`config.mk`:
```
export PLATFORM = sky130hd
export DESIGN_NAME = pend_resp_tracker
export DESIGN_NICKNAME = d
export VERILOG_FILES = /design/src/rtl/trk_pkg.sv /design/src/rtl/pend_count_core.sv /design/src/rtl/trig_queue.sv /design/src/rtl/pend_resp_tracker.sv
export SDC_FILE = /design/constraint.sdc
export NUM_CORES = 1
export LEC_CHECK = 0
export BUFFER_PORTS_ARGS = -buffer_cell sky130_fd_sc_hd__buf_2
export CORE_MARGIN = 10
export CORE_UTILIZATION = 50
export CTS_BUF_LIST = sky130_fd_sc_hd__clkbuf_2 sky130_fd_sc_hd__clkbuf_4 sky130_fd_sc_hd__clkbuf_8
export CTS_CLUSTER_SIZE = 24
export DETAILED_ROUTE_END_ITERATION = 16
export PLACE_DENSITY_LB_ADDON = 0.12
export SETUP_SLACK_MARGIN = 0.02
export SLEW_MARGIN = 20
export SYNTH_ARGS = -nofsm -noshare
export SYNTH_HDL_FRONTEND = slang
export SYNTH_SLANG_ARGS = --single-unit
```
`constraint.sdc`:
```
create_clock -name clk -period 4 [get_ports clk]
set_input_delay 0.8 -clock clk [delete_from_list [all_inputs] [get_ports clk]]
set_output_delay 0.8 -clock clk [all_outputs]
set_load 0.02 [all_outputs]
```
`src/rtl/trk_pkg.sv`:
```
package trk_pkg;
    typedef enum logic {
        TRIG_NO_SHARERS = 1'b0,
        TRIG_ALL_ACKS   = 1'b1
    } trig_kind_e;
endpackage

```
`src/rtl/pend_count_core.sv`:
```
module pend_count_core
    import trk_pkg::*;
#(
    parameter int CNT_W    = 4,
    parameter int ACK_W    = 3,
    parameter int LOAD_VAL = 4
) (
    input  logic             clk,
    input  logic             rst_n,
    input  logic             alloc_i,
    input  logic             release_i,
    input  logic             resp_valid_i,
    input  logic [ACK_W-1:0] resp_acks_i,
    input  logic             resp_shared_i,
    input  logic             step_dn_i,
    input  logic             step_up_i,
    output logic [CNT_W-1:0] count_o,
    output logic             sharers_o,
    output logic             busy_o,
    output logic             range_err_o,
    output logic             bad_ack_o,
    output logic             fire_o,
    output trig_kind_e       fire_kind_o
);
    // Two guard bits: the top one flags a negative result, the next one overflow.
    localparam int SUM_W = CNT_W + 2;

    typedef struct packed {
        logic [CNT_W-1:0] cnt;
        logic             sharers;
        logic             busy;
        logic             fired;
        logic             range_err;
        logic             bad_ack;
    } core_state_t;

    core_state_t      st_q, st_d;
    logic [SUM_W-1:0] sum;
    logic             acks_ok, upd, neg, ovf, shr_next;
    logic             fire;
    trig_kind_e       kind;

    always_comb begin
        st_d           = st_q;
        st_d.range_err = 1'b0;
        st_d.bad_ack   = 1'b0;
        fire           = 1'b0;
        kind           = TRIG_NO_SHARERS;
        acks_ok  = resp_valid_i && (resp_acks_i != '0);
        sum      = SUM_W'(st_q.cnt)
                 - (acks_ok ? SUM_W'(resp_acks_i) : SUM_W'(0))
                 - SUM_W'(step_dn_i)
                 + SUM_W'(step_up_i);
        neg      = sum[SUM_W-1];
        ovf      = !neg && (sum[SUM_W-2:CNT_W] != '0);
        upd      = acks_ok || step_dn_i || step_up_i;
        shr_next = st_q.sharers | (acks_ok & resp_shared_i);

        if (alloc_i) begin
            st_d.cnt     = CNT_W'(LOAD_VAL);
            st_d.sharers = 1'b0;
            st_d.busy    = 1'b1;
            st_d.fired   = 1'b0;
        end else if (release_i) begin
            st_d.cnt     = '0;
            st_d.sharers = 1'b0;
            st_d.busy    = 1'b0;
            st_d.fired   = 1'b0;
        end else if (st_q.busy) begin
            if (resp_valid_i && (resp_acks_i == '0)) begin
                st_d.bad_ack = 1'b1;
            end
            if (upd) begin
                if (neg || ovf) begin
                    st_d.range_err = 1'b1;
                end else begin
                    st_d.cnt     = sum[CNT_W-1:0];
                    st_d.sharers = shr_next;
                    if ((sum == '0) && !st_q.fired) begin
                        fire       = 1'b1;
                        kind       = shr_next ? TRIG_ALL_ACKS : TRIG_NO_SHARERS;
                        st_d.fired = 1'b1;
                    end
                end
            end
        end
    end

    always_ff @(posedge clk) begin
        if (!rst_n) begin
            st_q <= '0;
        end else begin
            st_q <= st_d;
        end
    end

    assign count_o     = st_q.cnt;
    assign sharers_o   = st_q.sharers;
    assign busy_o      = st_q.busy;
    assign range_err_o = st_q.range_err;
    assign bad_ack_o   = st_q.bad_ack;
    assign fire_o      = fire;
    assign fire_kind_o = kind;

    // allocate arms the tracker with the full expected count
    a_r2_alloc_loads: assert property (@(posedge clk) disable iff (!rst_n)
        alloc_i |=> (st_q.cnt == CNT_W'(LOAD_VAL)) && !st_q.sharers && st_q.busy);

    // release empties the tracker
    a_r9_release_clears: assert property (@(posedge clk) disable iff (!rst_n)
        (release_i && !alloc_i) |=> (st_q.cnt == '0) && !st_q.sharers && !st_q.busy);

    // the sharer flag only falls on allocate or release
    a_r6_sharers_sticky: assert property (@(posedge clk) disable iff (!rst_n)
        (st_q.sharers && !alloc_i && !release_i) |=> st_q.sharers);

    // a rejected update leaves the count untouched
    a_r5_reject_holds: assert property (@(posedge clk) disable iff (!rst_n)
        range_err_o |-> (st_q.cnt == $past(st_q.cnt)));

    // a trigger is only produced as the count settles at zero
    a_r7_fire_at_zero: assert property (@(posedge clk) disable iff (!rst_n)
        fire |=> (st_q.cnt == '0));
endmodule

```
`src/rtl/trig_queue.sv`:
```
module trig_queue
    import trk_pkg::*;
#(
    parameter int DEPTH = 4
) (
    input  logic       clk,
    input  logic       rst_n,
    input  logic       push_i,
    input  trig_kind_e push_kind_i,
    input  logic       pop_i,
    output logic       valid_o,
    output logic       kind_o
);
    localparam int PTR_W = (DEPTH > 1) ? $clog2(DEPTH) : 1;
    localparam int OCC_W = $clog2(DEPTH + 1);

    typedef struct packed {
        logic [DEPTH-1:0] slots;
        logic [PTR_W-1:0] rd;
        logic [PTR_W-1:0] wr;
        logic [OCC_W-1:0] occ;
    } q_state_t;

    q_state_t q_q, q_d;
    logic     pop_ok, push_ok;

    function automatic logic [PTR_W-1:0] bump(input logic [PTR_W-1:0] p);
        return (p == PTR_W'(DEPTH - 1)) ? '0 : p + 1'b1;
    endfunction

    always_comb begin
        q_d     = q_q;
        pop_ok  = pop_i && (q_q.occ != '0);
        push_ok = push_i && ((q_q.occ != OCC_W'(DEPTH)) || pop_ok);
        if (pop_ok) begin
            q_d.rd = bump(q_q.rd);
        end
        if (push_ok) begin
            q_d.slots[q_q.wr] = push_kind_i;
            q_d.wr            = bump(q_q.wr);
        end
        q_d.occ = q_q.occ + OCC_W'(push_ok) - OCC_W'(pop_ok);
    end

    always_ff @(posedge clk) begin
        if (!rst_n) begin
            q_q <= '0;
        end else begin
            q_q <= q_d;
        end
    end

    assign valid_o = (q_q.occ != '0);
    assign kind_o  = q_q.slots[q_q.rd];

    // occupancy never exceeds the storage
    a_r10_occ_bound: assert property (@(posedge clk) disable iff (!rst_n)
        q_q.occ <= OCC_W'(DEPTH));

    // popping an empty queue leaves it empty
    a_r10_pop_empty: assert property (@(posedge clk) disable iff (!rst_n)
        (pop_i && !push_i && (q_q.occ == '0)) |=> (q_q.occ == '0));

    // a push into a full queue without a pop changes nothing
    a_r11_full_drop: assert property (@(posedge clk) disable iff (!rst_n)
        (push_i && !pop_i && (q_q.occ == OCC_W'(DEPTH)))
        |=> ((q_q.occ == OCC_W'(DEPTH)) && $stable(q_q.slots) && $stable(q_q.rd)));
endmodule

```
`src/rtl/pend_resp_tracker.sv`:
```
module pend_resp_tracker
    import trk_pkg::*;
#(
    parameter int CNT_W    = 4,
    parameter int ACK_W    = 3,
    parameter int LOAD_VAL = 4,
    parameter int Q_DEPTH  = 4
) (
    input  logic             clk,
    input  logic             rst_n,
    input  logic             alloc_i,
    input  logic             release_i,
    input  logic             resp_valid_i,
    input  logic [ACK_W-1:0] resp_acks_i,
    input  logic             resp_shared_i,
    input  logic             step_dn_i,
    input  logic             step_up_i,
    input  logic             trig_pop_i,
    output logic             trig_valid_o,
    output logic             trig_kind_o,
    output logic [CNT_W-1:0] count_o,
    output logic             sharers_o,
    output logic             busy_o,
    output logic             range_err_o,
    output logic             bad_ack_o
);
    logic       fire;
    trig_kind_e fire_kind;

    pend_count_core #(
        .CNT_W   (CNT_W),
        .ACK_W   (ACK_W),
        .LOAD_VAL(LOAD_VAL)
    ) u_core (
        .clk          (clk),
        .rst_n        (rst_n),
        .alloc_i      (alloc_i),
        .release_i    (release_i),
        .resp_valid_i (resp_valid_i),
        .resp_acks_i  (resp_acks_i),
        .resp_shared_i(resp_shared_i),
        .step_dn_i    (step_dn_i),
        .step_up_i    (step_up_i),
        .count_o      (count_o),
        .sharers_o    (sharers_o),
        .busy_o       (busy_o),
        .range_err_o  (range_err_o),
        .bad_ack_o    (bad_ack_o),
        .fire_o       (fire),
        .fire_kind_o  (fire_kind)
    );

    trig_queue #(
        .DEPTH(Q_DEPTH)
    ) u_queue (
        .clk        (clk),
        .rst_n      (rst_n),
        .push_i     (fire),
        .push_kind_i(fire_kind),
        .pop_i      (trig_pop_i),
        .valid_o    (trig_valid_o),
        .kind_o     (trig_kind_o)
    );

    // an idle tracker holds a zero count
    a_r9_idle_zero: assert property (@(posedge clk) disable iff (!rst_n)
        !busy_o |-> (count_o == '0));

    // the cycle after a trigger is produced the queue is non-empty
    a_r7_fire_queued: assert property (@(posedge clk) disable iff (!rst_n)
        fire |=> trig_valid_o);
endmodule

```
Yosys cells after proc, flatten, opt, wreduce, memory -nomap -nowiden
Index checks and enable logic that the tools add are counted.
Widths: inputs -> output; s select.
Word-level totals
  flip-flop bits (word level): 20
  logic and storage cells: 91
  input bits: 12
Operators by class
  bitwise operators: 6
  reduce and logical (&&, ||, !) cells: 26
  equality and inequality tests: 4
  add/subtract/negate cells: 7
  order comparisons: 3
  muxes and demuxes: 34
Operators by type and width (number)
  $mux 1: 21
  $mux 4: 4
  $reduce_bool 3->1: 4
  $logic_and 1x1->1: 7
  $add 6x1->6: 1
  $logic_not 6->1: 1
  $lt 2x3->1 const B: 2
  $mux 2: 3
  $mux 3: 2
  $mux 6: 1
  $ne 3x3->1 const B: 2
  $reduce_and 3->1: 2
  $sub 6x1->6: 1
  $reduce_or 5->1: 1
  $sub 4x3->5: 1
  $add 2x1->2 const B: 2
  $bwmux 4: 1
  $eq 2x2->1 const B: 2
  $logic_or 1x1->1: 4
  $not 1->1: 4
  $reduce_and 4->1: 1
  $reduce_or 4->1: 1
  $add 3x1->3: 1
  $logic_not 3->1: 1
  other kinds (9): 10

Depth between registers and ports, before layout
  depth after elaboration: 17
  mapped depth: 18

Cells and area by module
From an unflattened synthesis, not the netlist that was laid out.
Second synthesis, totals
  cells, all modules: 182
  area, all modules: 1550.2 um^2
Modules (own cells, without submodules)
  pend_count_core: instances 1, sequential area each 180.2 um^2, area each 932.1 um^2, cells each 118
  trig_queue: instances 1, sequential area each 220.2 um^2, area each 618.1 um^2, cells each 64

Worst setup path after synthesis
No wires, ideal clock.
  kind: input -> register
  start point: in resp_acks_i[0]
  end point: reg u_queue.q_q[2] (netlist name)
  arrival time: 4.255 ns
  stages on the path: 18
  setup slack: -0.370 ns
  cell sequence: and2_1 ha_1 inv_1 fa_1 xnor2_1 ha_1 a211oi_1 nor4b_4 o211ai_1 a31oi_4 and4_4 buf_8 ha_1 inv_1 fa_1 xnor2_1 xnor2_1 and2_1
Between the ends
  longest elaborated chain between the ends: 17
RTL lines
  from (decl): line pend_resp_tracker.sv:14  | input logic [ACK_W-1:0] resp_acks_i,
  $reduce_bool 3->1: line pend_count_core.sv:49  | acks_ok = resp_valid_i && (resp_acks_i != '0);
  $logic_and 1x1->1: line pend_count_core.sv:49
  $mux 3: line pend_count_core.sv:51  | - (acks_ok ? SUM_W'(resp_acks_i) : SUM_W'(0))
  $sub 4x3->5: line pend_count_core.sv:51
  $sub 6x1->6: line pend_count_core.sv:52  | - SUM_W'(step_dn_i)
  $add 6x1->6: line pend_count_core.sv:53  | + SUM_W'(step_up_i);
  $logic_not 6->1 or $logic_not 1->1 (tied branches): line pend_count_core.sv:79, pend_count_core.sv:55
  $logic_and 1x1->1 (on tied branches): line pend_count_core.sv:79, pend_count_core.sv:55
  (+2 left out)
  $mux 1 (*): line pend_count_core.sv:73  | if (upd) begin
  $mux 1 (*): line pend_count_core.sv:69  | end else if (st_q.busy) begin
  $mux 1 (*): line pend_count_core.sv:64  | end else if (release_i) begin
  $mux 1 (*): line pend_count_core.sv:59  | if (alloc_i) begin
  $logic_and 1x1->1 (*): line trig_queue.sv:34  | push_ok = push_i && ((q_q.occ != OCC_W'(DEPTH)) || pop_ok);
  named net u_queue.push_ok: line trig_queue.sv:25  | logic pop_ok, push_ok;
  $add 3x1->3 (*): line trig_queue.sv:42  | q_d.occ = q_q.occ + OCC_W'(push_ok) - OCC_W'(pop_ok);
  $sub 3x1->3 (*): line trig_queue.sv:42
  to (signal assigned): line trig_queue.sv:49  | q_q <= q_d;
  to (decl): line trig_queue.sv:24  | q_state_t q_q, q_d;
The timed path passes the listed nets; every way through them passes the cells marked *.
A chain may end at the register's enable or synchronous reset.

Worst setup path after layout
  start point: in resp_valid_i
  end point: reg u_queue.q_q[2] (netlist name)
Between the ends
  longest elaborated chain between the ends: 16
RTL lines
  from (decl): line pend_resp_tracker.sv:13  | input logic resp_valid_i,
  $logic_and 1x1->1 (*): line pend_count_core.sv:49
  $mux 3: line pend_count_core.sv:51
  $sub 4x3->5: line pend_count_core.sv:51
  $sub 6x1->6: line pend_count_core.sv:52
  $add 6x1->6: line pend_count_core.sv:53
  $logic_not 6->1 or $logic_not 1->1 (tied branches): line pend_count_core.sv:79, pend_count_core.sv:55
  $logic_and 1x1->1 (on tied branches): line pend_count_core.sv:79, pend_count_core.sv:55
  $mux 1 or $logic_or 1x1->1 (tied branches): line pend_count_core.sv:79, pend_count_core.sv:74
  $mux 1: line pend_count_core.sv:74  | if (neg || ovf) begin
  $mux 1 (*): line pend_count_core.sv:73
  $mux 1 (*): line pend_count_core.sv:69
  $mux 1 (*): line pend_count_core.sv:64
  $mux 1 (*): line pend_count_core.sv:59
  $logic_and 1x1->1 (*): line trig_queue.sv:34
  $add 3x1->3 (*): line trig_queue.sv:42
  $sub 3x1->3 (*): line trig_queue.sv:42
Mark *: on every way between the ends. The rest lies on a longest branch, timed or not.

==> flow_metrics.tcl <==
set metrics [dict create \
    status "finished, final reports clean" \
    layout-drive-gt1-share 0.381 \
    worstSetupStartpointType "input port" \
    vias 1105 \
    synthFlopType "dfxtp_1" \
    hold_viol_final 0 \
    clock_latency_ps 300 \
    synth-seq-cells 20 \
    synth_area_um2 1390 \
    reg2regPathDepth 17 \
    numCtsBuffers 3 \
    reg2reg_slack_ps 480 \
    leakage_nw 0.770 \
    layout_min_cycle_time_ps 3820 \
    synth_edf_count 0 \
    avgSynthCellArea_um2 9.37 \
    rows 19 \
    cts_tree "done" \
    crit_type "input port to flip-flop" \
    route.antenna.remaining_nets 0 \
    synth_nets 177 \
    drt_iter0_markers 22 \
    r2r-start "u_core.count_o[0]$_SDFFE_PP0P_" \
    place_area_um2 1650 \
    dieHeight_um 72.7 \
    n_antenna_cell 0 \
    whs_ps 465 \
    wl_per_cell_um 13.4 \
    slew_headroom 0.679 \
    totalWireLength_um 2840 \
    ioPinCount 22 \
    drc 0 \
    area_growth_pct 25.5 \
    critPathMaxFanout 3 \
    grt_pass1_wl_um 5120 \
    antenna_found_initial 0 \
    grt-ovfl-total 0 \
    grt_max_degree 16 \
    yosysWarnings 0 \
    clock_sinks 20 \
    core-area_um2 2710 \
    clock_path_buffers 2 \
    dp_hpwl_um 2430 \
    clock_skew_ps 4.56 \
    postCtsHoldBufs 0 \
    port_buffers 21 \
    clkTransAtPathRegs_ps 110 \
    hp-class "flip-flop to flip-flop" \
    tns_ps 0 \
    drtPass1Iterations 4 \
    cp.arrival_ps 4030 \
    grt_usage 0.116 \
    grt_pass1_vias 1188 \
    fp.dieW_um 72.7 \
    ys_seq_area_frac 0.289 \
    final_net_count 211 \
    rsz0062_at_grt "no" \
    cts_root_buffer "clkbuf_4" \
    h-tree-depth 1 \
    final_cell_area_um2 1740 \
    routabilityCongestion 0.794 \
    synthArstFlopShare 0 \
    initial_core_util 0.512 \
    setup_viol 0 \
    cp_data_required_time_ps 4210 \
    maxCapViolCount 0 \
    rr_endpoint "u_queue.q_q[2]$_SDFF_PN0_" \
    slew_viol_final 0 \
    cp-endpoint "u_queue.q_q[2]$_SDFF_PN0_" \
    ir_worst_vdd_mv 0.381 \
    fin_crit_sh 0.956 \
    max_freq_mhz 262 \
    p_per_area_nw_per_um2 416 \
    fillers 223 \
    synthCells 148 \
    worst-slew-pin-transition_ps 476 \
    crit_start "resp_valid_i" \
    die_area_um2 5280 \
    drt-vias-per-instance 5.21 \
    ys_types 43 \
    end_kind "flip-flop" \
]
cell usage in the layout, fill, tap and decap left out, drive strengths merged, types with 2 or more instances in the layout:
cell / instances
fa: 3
inv: 12
xnor2: 4
o211ai: 2
nor2b: 6
nor4b: 2
a21oi: 6
dfxtp: 20
buf: 36
o21ai: 2
ha: 14
xor2: 2
a31oi: 2
nor2: 10
and2: 3
mux2i: 9
or3: 2
nor3: 4
o21a: 2
clkbuf: 3
nand2: 18
and3: 3
layer usage:
metal,vias up,GRT usage,share of wire
met5,-,0,0
met4,0,0.0633,0.040
met3,9,0.0163,0.029
met2,15,0.216,0.52
met1,511,0.122,0.41
li1,570,-,-
through the flow:
stage	utilization	std cells	setup WS [ps]	power, mW
3_3_place_gp	0.609	205	-154	0.535
2_1_floorplan	-	148	-167	0.466
3_5_place_dp	0.609	205	-231	0.541
4_1_cts	0.628	209	105	0.705
6_report	0.642	212	178	0.723
5_1_grt	0.642	212	40.4	0.779
power breakdown:
| part | switching, mW | internal, mW |
|---|---|---|
| Clock | 0.0608 | 0.101 |
| Combinational | 0.150 | 0.172 |
| Sequential | 0.0203 | 0.219 |
| Total | 0.231 | 0.492 |
what timing repair did:
action / CTS / global route
hold endpoints to repair: 0 / 0
setup buffers: 0 / 3
setup endpoints to repair: 0 / 1
resized for setup: 0 / 3
flip-flops by register name (all words and copies together) (netlist names):
register and flops:
u_core.st_q 1, u_core.range_err_o 1, u_core.busy_o 1, u_core.count_o 4
u_queue.q_q 11, u_core.bad_ack_o 1, u_core.sharers_o 1
worst min-delay path by stage:
stage,startpoint,end,slack [ps],cells past startpoint
final,u_queue.q_q[7]$_SDFFE_PN0P_,u_queue.q_q[7]$_SDFFE_PN0P_,460,2
after global placement,u_queue.q_q[9]$_SDFFE_PN0P_,u_queue.q_q[9]$_SDFFE_PN0P_,450,2
after CTS,u_queue.q_q[7]$_SDFFE_PN0P_,u_queue.q_q[7]$_SDFFE_PN0P_,470,2
after global routing,u_queue.q_q[7]$_SDFFE_PN0P_,u_queue.q_q[7]$_SDFFE_PN0P_,500,2
after detailed placement,u_queue.q_q[7]$_SDFFE_PN0P_,u_queue.q_q[7]$_SDFFE_PN0P_,450,2
after floorplan,u_queue.q_q[9]$_SDFFE_PN0P_,u_queue.q_q[9]$_SDFFE_PN0P_,440,2
kinds of logic (layout without fill, tap and decap cells):
group,Yosys count,after routing,synth area share
compound gates,20,20,0.107
xor+xnor,7,7,0.0542
fa+ha+maj,17,17,0.170
buf+inv,19,52,0.0740
flops,20,20,0.289
mux,10,10,0.0812
simple gates,55,55,0.225
critical path: stages:
cell and delay [ps]:
buf_2 110, and2_4 160, ha_4 160, inv_2 50
fa_2 460, inv_2 110, fa_2 250, a21oi_4 80
nor4b_4 260, o211ai_1 190, a31oi_4 230, and4_4 250
ha_4 130, inv_2 30, fa_2 370, xnor2_2 150
xnor2_1 110, and2_1 130
final cells by class:
cell class	instances	area (um^2)	share of cell area
clock buffer	3	22.5	0.0129
clock inverter	1	30.0	0.0173
inverter	12	45.0	0.0259
multi-input combinational	109	985	0.566
sequential	20	400	0.230
tap	31	38.8	0.0223
timing repair buffer	36	218	0.125
Yosys cell counts (2+ instances only):
cell type	number	area, um^2
nor3_1	4	20.0
buf_4	5	37.5
mux2i_1	9	90.1
ha_1	14	175
a21oi_1	5	25.0
o211ai_1	2	15.0
nor2_1	10	37.5
and3_1	2	12.5
xnor2_1	4	35.0
inv_1	12	45.0
dfxtp_1	20	400
nor2b_1	6	37.5
nand2_1	13	48.8
nand2_2	5	31.3
xor2_1	2	17.5
and2_1	3	18.8
o21ai_0	2	10.0
or3_1	2	12.5
fa_1	3	60.1
o21a_1	2	15.0
Power figures use the tool's default switching activity.
